### src/rtl/lamp_sup_pkg.sv
package lamp_sup_pkg;

  typedef enum logic [2:0] {
    PH_RESET   = 3'd0,
    PH_STARTUP = 3'd1,
    PH_IGNITE  = 3'd2,
    PH_BURN    = 3'd3,
    PH_PWRDN   = 3'd4
  } phase_t;

  // control -> datapath
  typedef struct packed {
    logic timerArm;    // window may open
    logic timerClear;  // hold timer at zero
  } ctrlStrobe_t;

  // datapath -> control
  typedef struct packed {
    logic lampFail;     // synchronized lamp-fail level
    logic windowDone;   // window expires at this edge
  } dpFlags_t;

endpackage

### src/rtl/lamp_sup_dp.sv
module lamp_sup_dp
  import lamp_sup_pkg::*;
#(
  parameter int IGN_WINDOW_CYCLES = 25_700_000,
  parameter int SYNC_STAGES       = 2
) (
  input  logic        clk,
  input  logic        rstN,
  input  logic        lampOverFailAsync,
  input  ctrlStrobe_t strobe,
  output dpFlags_t    flags
);

  localparam int CNT_W = $clog2(IGN_WINDOW_CYCLES + 1);
  localparam logic [CNT_W-1:0] LAST_COUNT = CNT_W'(IGN_WINDOW_CYCLES - 1);

  // ---------------- lamp-fail synchronizer ----------------
  logic [SYNC_STAGES-1:0] syncChain;

  generate
    for (genvar g = 0; g < SYNC_STAGES; g++) begin : g_sync
      if (g == 0) begin : g_first
        always_ff @(posedge clk or negedge rstN) begin
          if (!rstN) syncChain[0] <= 1'b0;
          else       syncChain[0] <= lampOverFailAsync;
        end
      end else begin : g_rest
        always_ff @(posedge clk or negedge rstN) begin
          if (!rstN) syncChain[g] <= 1'b0;
          else       syncChain[g] <= syncChain[g-1];
        end
      end
    end
  endgenerate

  logic lampFailSync;
  assign lampFailSync = syncChain[SYNC_STAGES-1];

  // ---------------- one-shot ignition window ----------------
  logic             winRunning;
  logic             winSpent;
  logic [CNT_W-1:0] winCount;
  logic             winExpire;

  assign winExpire = winRunning && (winCount == LAST_COUNT);

  always_ff @(posedge clk or negedge rstN) begin
    if (!rstN) begin
      winRunning <= 1'b0;
      winSpent   <= 1'b0;
      winCount   <= '0;
    end else if (strobe.timerClear) begin
      winRunning <= 1'b0;
      winSpent   <= 1'b0;
      winCount   <= '0;
    end else if (winRunning) begin
      if (winExpire) begin
        winRunning <= 1'b0;
        winSpent   <= 1'b1;
      end else begin
        winCount <= winCount + 1'b1;
      end
    end else if (strobe.timerArm && lampFailSync && !winSpent) begin
      winRunning <= 1'b1;
      winCount   <= '0;
    end
  end

  assign flags.lampFail   = lampFailSync;
  assign flags.windowDone = winExpire;

  // ---------------- assertions ----------------
  p_count_bound_r5: assert property (@(posedge clk) disable iff (!rstN)
    winRunning |-> (winCount <= LAST_COUNT));

  p_cleared_outside_r11: assert property (@(posedge clk) disable iff (!rstN)
    strobe.timerClear |=> (!winRunning && !winSpent && winCount == '0));

  p_one_shot_r8: assert property (@(posedge clk) disable iff (!rstN)
    (winSpent && !strobe.timerClear) |=> !winRunning);

  p_expire_ends_r5: assert property (@(posedge clk) disable iff (!rstN)
    (winExpire && !strobe.timerClear) |=> (winSpent && !winRunning));

endmodule

### src/rtl/lamp_sup_ctrl.sv
module lamp_sup_ctrl
  import lamp_sup_pkg::*;
(
  input  logic        clk,
  input  logic        rstN,
  input  logic        supplyAboveStart,
  input  logic        supplyBelowStop,
  input  logic        supplyBelowReset,
  input  logic        minFreqReached,
  input  dpFlags_t    flags,
  output ctrlStrobe_t strobe,
  output phase_t      phase
);

  phase_t phaseNext;

  always_comb begin
    phaseNext = phase;
    case (phase)
      PH_RESET:   phaseNext = PH_STARTUP;
      PH_STARTUP: if (supplyAboveStart) phaseNext = PH_IGNITE;
      PH_IGNITE: begin
        if (supplyBelowStop)                          phaseNext = PH_STARTUP;
        else if (flags.windowDone && flags.lampFail)  phaseNext = PH_PWRDN;
        else if (minFreqReached)                      phaseNext = PH_BURN;
      end
      PH_BURN: begin
        if (supplyBelowStop)     phaseNext = PH_STARTUP;
        else if (flags.lampFail) phaseNext = PH_IGNITE;
      end
      PH_PWRDN:   if (supplyBelowReset) phaseNext = PH_RESET;
      default:    phaseNext = PH_RESET;
    endcase
  end

  always_ff @(posedge clk or negedge rstN) begin
    if (!rstN) phase <= PH_RESET;
    else       phase <= phaseNext;
  end

  assign strobe.timerArm   = (phase == PH_IGNITE);
  assign strobe.timerClear = (phase != PH_IGNITE);

  // ---------------- assertions ----------------
  p_hold_startup_r2: assert property (@(posedge clk) disable iff (!rstN)
    (phase == PH_STARTUP && !supplyAboveStart) |=> phase == PH_STARTUP);

  p_stop_wins_r3: assert property (@(posedge clk) disable iff (!rstN)
    ((phase == PH_IGNITE || phase == PH_BURN) && supplyBelowStop) |=> phase == PH_STARTUP);

  p_burn_refire_r9: assert property (@(posedge clk) disable iff (!rstN)
    (phase == PH_BURN && !supplyBelowStop && flags.lampFail) |=> phase == PH_IGNITE);

  p_pwrdn_latch_r10: assert property (@(posedge clk) disable iff (!rstN)
    (phase == PH_PWRDN && !supplyBelowReset) |=> phase == PH_PWRDN);

  p_pwrdn_entry_r7: assert property (@(posedge clk) disable iff (!rstN)
    $rose(phase == PH_PWRDN) |-> $past(phase == PH_IGNITE && flags.windowDone));

endmodule

### src/rtl/lamp_supervisor.sv
module lamp_supervisor
  import lamp_sup_pkg::*;
#(
  parameter int IGN_WINDOW_CYCLES = 25_700_000,
  parameter int SYNC_STAGES       = 2
) (
  input  logic       clk,
  input  logic       rstN,
  input  logic       supplyAboveStart,
  input  logic       supplyBelowStop,
  input  logic       supplyBelowReset,
  input  logic       lampOverFail,
  input  logic       minFreqReached,
  output logic       oscRun,
  output logic       burnMode,
  output logic       loopEnable,
  output logic       clampRequest,
  output logic [2:0] stateCode
);

  ctrlStrobe_t strobe;
  dpFlags_t    flags;
  phase_t      phase;

  lamp_sup_ctrl i_ctrl (
    .clk              (clk),
    .rstN             (rstN),
    .supplyAboveStart (supplyAboveStart),
    .supplyBelowStop  (supplyBelowStop),
    .supplyBelowReset (supplyBelowReset),
    .minFreqReached   (minFreqReached),
    .flags            (flags),
    .strobe           (strobe),
    .phase            (phase)
  );

  lamp_sup_dp #(
    .IGN_WINDOW_CYCLES (IGN_WINDOW_CYCLES),
    .SYNC_STAGES       (SYNC_STAGES)
  ) i_dp (
    .clk               (clk),
    .rstN              (rstN),
    .lampOverFailAsync (lampOverFail),
    .strobe            (strobe),
    .flags             (flags)
  );

  assign oscRun       = (phase == PH_IGNITE) || (phase == PH_BURN);
  assign burnMode     = (phase == PH_BURN);
  assign loopEnable   = (phase == PH_BURN);
  assign clampRequest = (phase == PH_PWRDN);
  assign stateCode    = phase;

  p_bridge_off_clamp_r7: assert property (@(posedge clk) disable iff (!rstN)
    clampRequest |-> (!oscRun && !loopEnable));

  p_reset_quiet_r1: assert property (@(posedge clk)
    !rstN |-> (stateCode == 3'd0 && !oscRun && !clampRequest));

endmodule

### config.mk
export PLATFORM = sky130hd
export DESIGN_NAME = lamp_supervisor
export DESIGN_NICKNAME = d
export VERILOG_FILES = /design/src/rtl/lamp_sup_pkg.sv /design/src/rtl/lamp_sup_dp.sv /design/src/rtl/lamp_sup_ctrl.sv /design/src/rtl/lamp_supervisor.sv
export SDC_FILE = /design/constraint.sdc
export NUM_CORES = 1
export LEC_CHECK = 0
export BUFFER_PORTS_ARGS = -buffer_cell sky130_fd_sc_hd__buf_2
export CAP_MARGIN = 20
export CORE_MARGIN = 10
export CORE_UTILIZATION = 38
export DETAILED_ROUTE_END_ITERATION = 10
export GPL_ROUTABILITY_DRIVEN = 0
export GPL_TIMING_DRIVEN = 0
export PLACE_DENSITY = 0.52
export SLEW_MARGIN = 20
export SYNTH_ARGS = -nofsm -noshare
export SYNTH_HDL_FRONTEND = slang
export SYNTH_SLANG_ARGS = --single-unit
### constraint.sdc
create_clock -name clk -period 1.85 [get_ports clk]
set_input_delay 0.37 -clock clk [delete_from_list [all_inputs] [get_ports clk]]
set_output_delay 0.37 -clock clk [all_outputs]
set_load 0.005 [all_outputs]
; Word level (Yosys, flattened, before mapping)
; Index checks and enable logic that the tools add are counted.
[totals]
register_bits = 32
out_inout_bits = 7
wordCells = 50
[classes]
add_sub_neg = 1
n_eq_ne = 11
mux = 19
reduce_logical = 13
[op_table]
columns = operator, count
row1 = $mux 25, 4
row2 = $add 25x1->25 const B, 1
row3 = $eq 25x25->1 const B, 1
row4 = $mux 3, 7
row5 = $pmux 3 s5, 1
row6 = $mux 1, 7
row7 = $eq 3x2->1 const B, 2
row8 = $ne 3x2->1 const B, 2
row9 = $logic_and 1x1->1, 4
row10 = $ne 2x2->1 const B, 2
row11 = $ne 4x4->1 const B, 1
row12 = $reduce_and 2->1, 2
row13 = $reduce_and 4->1, 1
row14 = $reduce_bool 2->1, 2
row15 = $eq 3x1->1 const B, 1
row16 = $eq 3x3->1 const B, 1
row17 = $logic_not 3->1, 1
row18 = $ne 3x3->1 const B, 1
row19 = $reduce_bool 3->1, 1
row20 = $logic_not 1->1, 1
row21 = $logic_or 1x1->1, 1

; Longest topological paths before layout
[depth]
depth_word = 6
ltp_mapped = 8
ltp_nobuf = 6

; Hierarchy
; Synthesis repeated with hierarchy kept, for this count alone.
[unflattened]
cells_unflattened = 209
area_unflattened_um2 = 2031.9
[modules_own_cells]
columns = module, n_inst, cells_each, area_each_um2
row1 = lamp_sup_dp, 1, 179, 1745.4
row2 = lamp_sup_ctrl, 1, 26, 249.0
row3 = lamp_supervisor, 1, 4, 37.5

; Least setup slack after synthesis
; Ideal clock, no wire load.
[synth_path]
path_type = reg2reg
startpoint = reg i_dp.winCount[0]
endpoint = reg i_dp.winCount[24]
setup_ns = 0.077
arrival_ns = 1.828
required_ns = 1.773
slack_ns = -0.055
path_stages_with_launch = 7
path_buffers = 0
cell_sequence = dfrtp_1 > ha_1 > nand4_2 > nor4_4 > nand4_1 > or4_1 > a21oi_1
[synth_between]
elab_chain_cells = 4
elab_cells_between_ends = 8
[synth_rtl]
columns = element, line_no
row1 = from (decl), lamp_sup_dp.sv:42  ; logic [CNT_W-1:0] winCount;
row2 = from (signal assigned), lamp_sup_dp.sv:61  ; winCount <= winCount + 1'b1;
row3 = $add 25x1->25 / $eq 25x25->1 (equally long branches), "lamp_sup_dp.sv:61, lamp_sup_dp.sv:45"
row4 = $mux 25 / $logic_and 1x1->1 (equally long branches), "lamp_sup_dp.sv:57, lamp_sup_dp.sv:45"
row5 = $mux 25 / $ne 3x3->1 (equally long branches), --
row6 = $mux 25 / $reduce_and 2->1 (equally long branches), --
; Several ways; a longest one is shown, not always the timed one. The select of a mux whose other input is x is not followed.
; A chain may end at the register's enable or synchronous reset.

; Final worst setup path
[layout_path]
startpoint = reg i_dp.winCount[20]
endpoint = reg i_dp.winCount[11]
[layout_between]
elab_chain_cells = 4
[layout_rtl]
columns = element, line_no
row1 = $eq 25x25->1, lamp_sup_dp.sv:45  ; assign winExpire = winRunning && (winCount == LAST_COUNT);
row2 = $logic_and 1x1->1, lamp_sup_dp.sv:45
row3 = $ne 3x3->1 (no source line), --
row4 = $reduce_and 2->1 (no source line), --
; No other way between the ends.

==> metrics.md <==
| Metric | Value |
|---|---|
| Wire per inst | `17.8 µm` |
| Worst-path clk slew | `0.08 ns` |
| Outcome | `complete, but fails checks` |
| Count of input and output buffers | `13` |
| VDD IR max | `608 µV` |
| Die area | `0.00884 mm²` |
| Drt initial violations | `125` |
| Largest cells by area after synthesis | `dfrtp_1 38%, a21oi_1 4.6%, nand3_1 4.3%` |
| Synth cell count leaders | `32 x dfrtp_1, 24 x nand2_1, 19 x a21oi_1` |
| # DRC | `0` |
| CP arrival | `2.04 ns` |
| Crit. End Element | `register` |
| Hold Path Class | `input port to asynchronous set/reset pin` |
| Root buffer cell | `clkbuf_8` |
| R2R Setup Slk | `-0.02 ns` |
| CTS max path bufs | `2` |
| CORE AREA | `0.00520 mm²` |
| Post-DP HPWL | `3900 µm` |
| Crit path time final | `1.87 ns` |
| Final worst slack | `-0.0189 ns` |
| Row cnt | `26` |
| Antenna cells | `0` |
| Failing checks | `setup timing` |
| Final setup violation count | `1` |
| Fmax | `535 MHz` |
| Power Density | `811 mW/mm²` |
| Slowest cell on the critical path | `dfrtp_2` |
| CTS sink cnt | `32` |
| DRT Pass-1 Iters | `4` |
| Routed WL | `6010 µm` |
| First-pass GRT wire length | `9980 µm` |
| Critical path cell sequence | `nor4b_4 -> nand3_2 -> o21ai_4 -> buf_8 -> buf_12 -> a211oi_2 -> o21a_1` |
| Clock latency on the worst-skew pair | `0.29 ns` |
| DIE WIDTH | `94.0 µm` |
| Post-Syn Nets | `227` |
| Fin Hold WS | `0.146 ns` |
| Count leader, synth | `dfrtp_1` |
| RR Startpoint | `i_dp.winCount[20]` |
| Tightest Pin Transition | `0.761 ns` |
| GRT Residual Overflow | `0` |
| # IOs | `14` |
| Synthesis-stage register bit count | `32` |
| Gr usage total | `0.141` |
| DRT antenna net count | `0` |
| Initial antenna violation count | `0` |
| Number of max-cap violations | `0` |
| Yosys top cell by area | `dfrtp_1` |
| Dominant synthesized flop cell | `dfrtp_1` |
| Die Span Y | `94.0 µm` |
| Clk_skew | `0.0133 ns` |
| Filler cells | `466` |
| Area of the multi-input gates | `0.00139 mm²` |
| Slew headroom | `0.492` |
| Yosys cell types | `59` |
| CTS H-tree lvls | `2` |
| Worst Path Buf+Inv | `2` |
| Pins over their slew limit | `0` |
| Worst R2R End | `i_dp.winCount[11]` |
| Layout area overhead | `35.3%` |
| Initial Util | `0.400` |
| DR vias | `1,959` |
| DR vias/cell | `5.81` |
| Final std cell area, no fill | `0.00282 mm²` |
| Final Hold Vio Count | `0` |
| Avg Cell Area, Syn | `9.51 µm²` |
| Synth warn | `0` |
| Placed Area | `0.00224 mm²` |
| Sequential-to-total area share from yosys stat | `0.384` |
| Storage cell area | `816 µm²` |
| Fin crit share | `1.01` |
| Layout Nets | `274` |
| Synth top area share | `0.384` |
| Total CTS buffers | `5` |
| Worst EP required | `2.02 ns` |
| Worst Path Max Fanout | `7` |
| Vias in the first global route | `1,944` |
| EDFF count, synth | `0` |
| Largest net degree at the start of global routing | `33` |
| CTS tree | `done` |
| Share of post-route cells with drive strength above 1 | `0.423` |
| RSZ-0062 raised after global routing | `yes` |
| CP Launch Type | `register` |
| Leak | `1.15 nW` |
| Crit Path Class | `register to register` |
| Asr flop ratio synth | `1.00` |
| Mapped Cells | `219` |
| Crit path largest cell delay | `0.46 ns` |
| Worst Reg2Reg Path Length in Cells | `7` |
| Worst path top cell family by delay | `simple AND/OR/NAND/NOR gates` |
| Mapped cell area | `0.00208 mm²` |
==> power by group <==
part / switching [W] / internal (W) / total, W
clock: 0.000262 / 0.000304 / 0.000566
sequential: 0.0000420 / 0.000736 / 0.000778
combinational: 0.000522 / 0.000419 / 0.000941
total: 0.000827 / 0.00146 / 0.00228
==> worst max-delay path by stage <==
stage / cells past startpoint / slack, ns / end / from
final: 7 / -0.02 / i_dp.winCount[11] / i_dp.winCount[20]
after global routing: 7 / -0.07 / i_dp.winCount[3] / i_dp.winCount[20]
after CTS: 6 / -0.02 / i_dp.winCount[24] / i_dp.winCount[1]
after detailed placement: 7 / -0.46 / i_dp.winCount[20] / i_dp.winCount[21]
after global placement: 7 / -0.47 / i_dp.winCount[20] / i_dp.winCount[21]
after floorplan: 6 / 0.009 / i_dp.winCount[24] / i_dp.winCount[0]
==> sequential cells by signal, indices dropped and copies added, names as in the netlist <==
name	cells
i_dp.winCount	25
i_ctrl.phase	3
i_dp.lampFailSync	1
i_dp.syncChain	1
i_dp.winRunning	1
i_dp.winSpent	1
==> placed cells by master, fill, tap and decap left out, types with 3 or more instances in the layout <==
cell | synthesis | final
buf_4 | 1 | 26
buf_12 | 0 | 3
or4_4 | 0 | 3
o21a_1 | 3 | 3
nand2_1 | 24 | 23
nor4_4 | 3 | 3
o31ai_1 | 9 | 8
or4_1 | 9 | 6
dfrtp_2 | 0 | 12
inv_1 | 7 | 7
o211ai_1 | 4 | 4
nand3_1 | 18 | 14
a21oi_2 | 0 | 3
buf_2 | 2 | 15
a21oi_1 | 19 | 16
nor3_1 | 5 | 3
clkbuf_1 | 2 | 3
a32o_1 | 3 | 3
dfrtp_1 | 32 | 20
nor2_1 | 12 | 9
o2111ai_1 | 3 | 3
clkbuf_8 | 2 | 8
nor4b_4 | 0 | 4
==> metrics by stage <==
step / cells / setup slack (ns) / setup TNS [ns] / utilization / power [W]
finish: 337 / -0.0189 / -0.0189 / 0.542 / 0.00228
global route: 337 / -0.0749 / -0.829 / 0.542 / 0.00241
CTS: 327 / -0.0162 / -0.0229 / 0.504 / 0.00220
detailed placement: 302 / -0.464 / -7.32 / 0.431 / 0.00150
global placement: 302 / -0.471 / -7.68 / 0.431 / 0.00151
floorplan: 219 / 0.00896 / 0 / - / 0.00125
==> final cells by class <==
class                           instances  area share
Inverter                                7     0.00932
Timing Repair Buffer                   43       0.119
Tap cell                               70      0.0311
Clock buffer                            8      0.0320
Multi-Input combinational cell        169       0.491
Buffer                                  8      0.0280
Sequential cell                        32       0.289
==> per-layer routing <==
layer,vias to the layer above,wire length (µm),global-route usage
met5,-,0,0
met1,976,2740,0.176
met4,0,63,0.0430
met3,6,227,0.0328
li1,943,-,-
met2,34,2980,0.233
==> cells by family after synthesis <==
group                    synth area share
XOR/XNOR                          0.00841
AO/OA/AOI/OAI                       0.195
multiplexers                      0.00961
buffers and inverters              0.0535
AND/OR/NAND/NOR                     0.343
flip-flops                          0.384
adder cells (fa/ha/maj)           0.00601
==> what timing repair did <==
action	in CTS	in global routing
resized for setup	31	26
hold endpoints to repair	0	0
pin swaps	18	18
hold buffers	0	0
cloned	0	0
setup buffers	19	11
setup endpoints to repair	26	24
No activity file was read; power rests on OpenSTA's default activity.
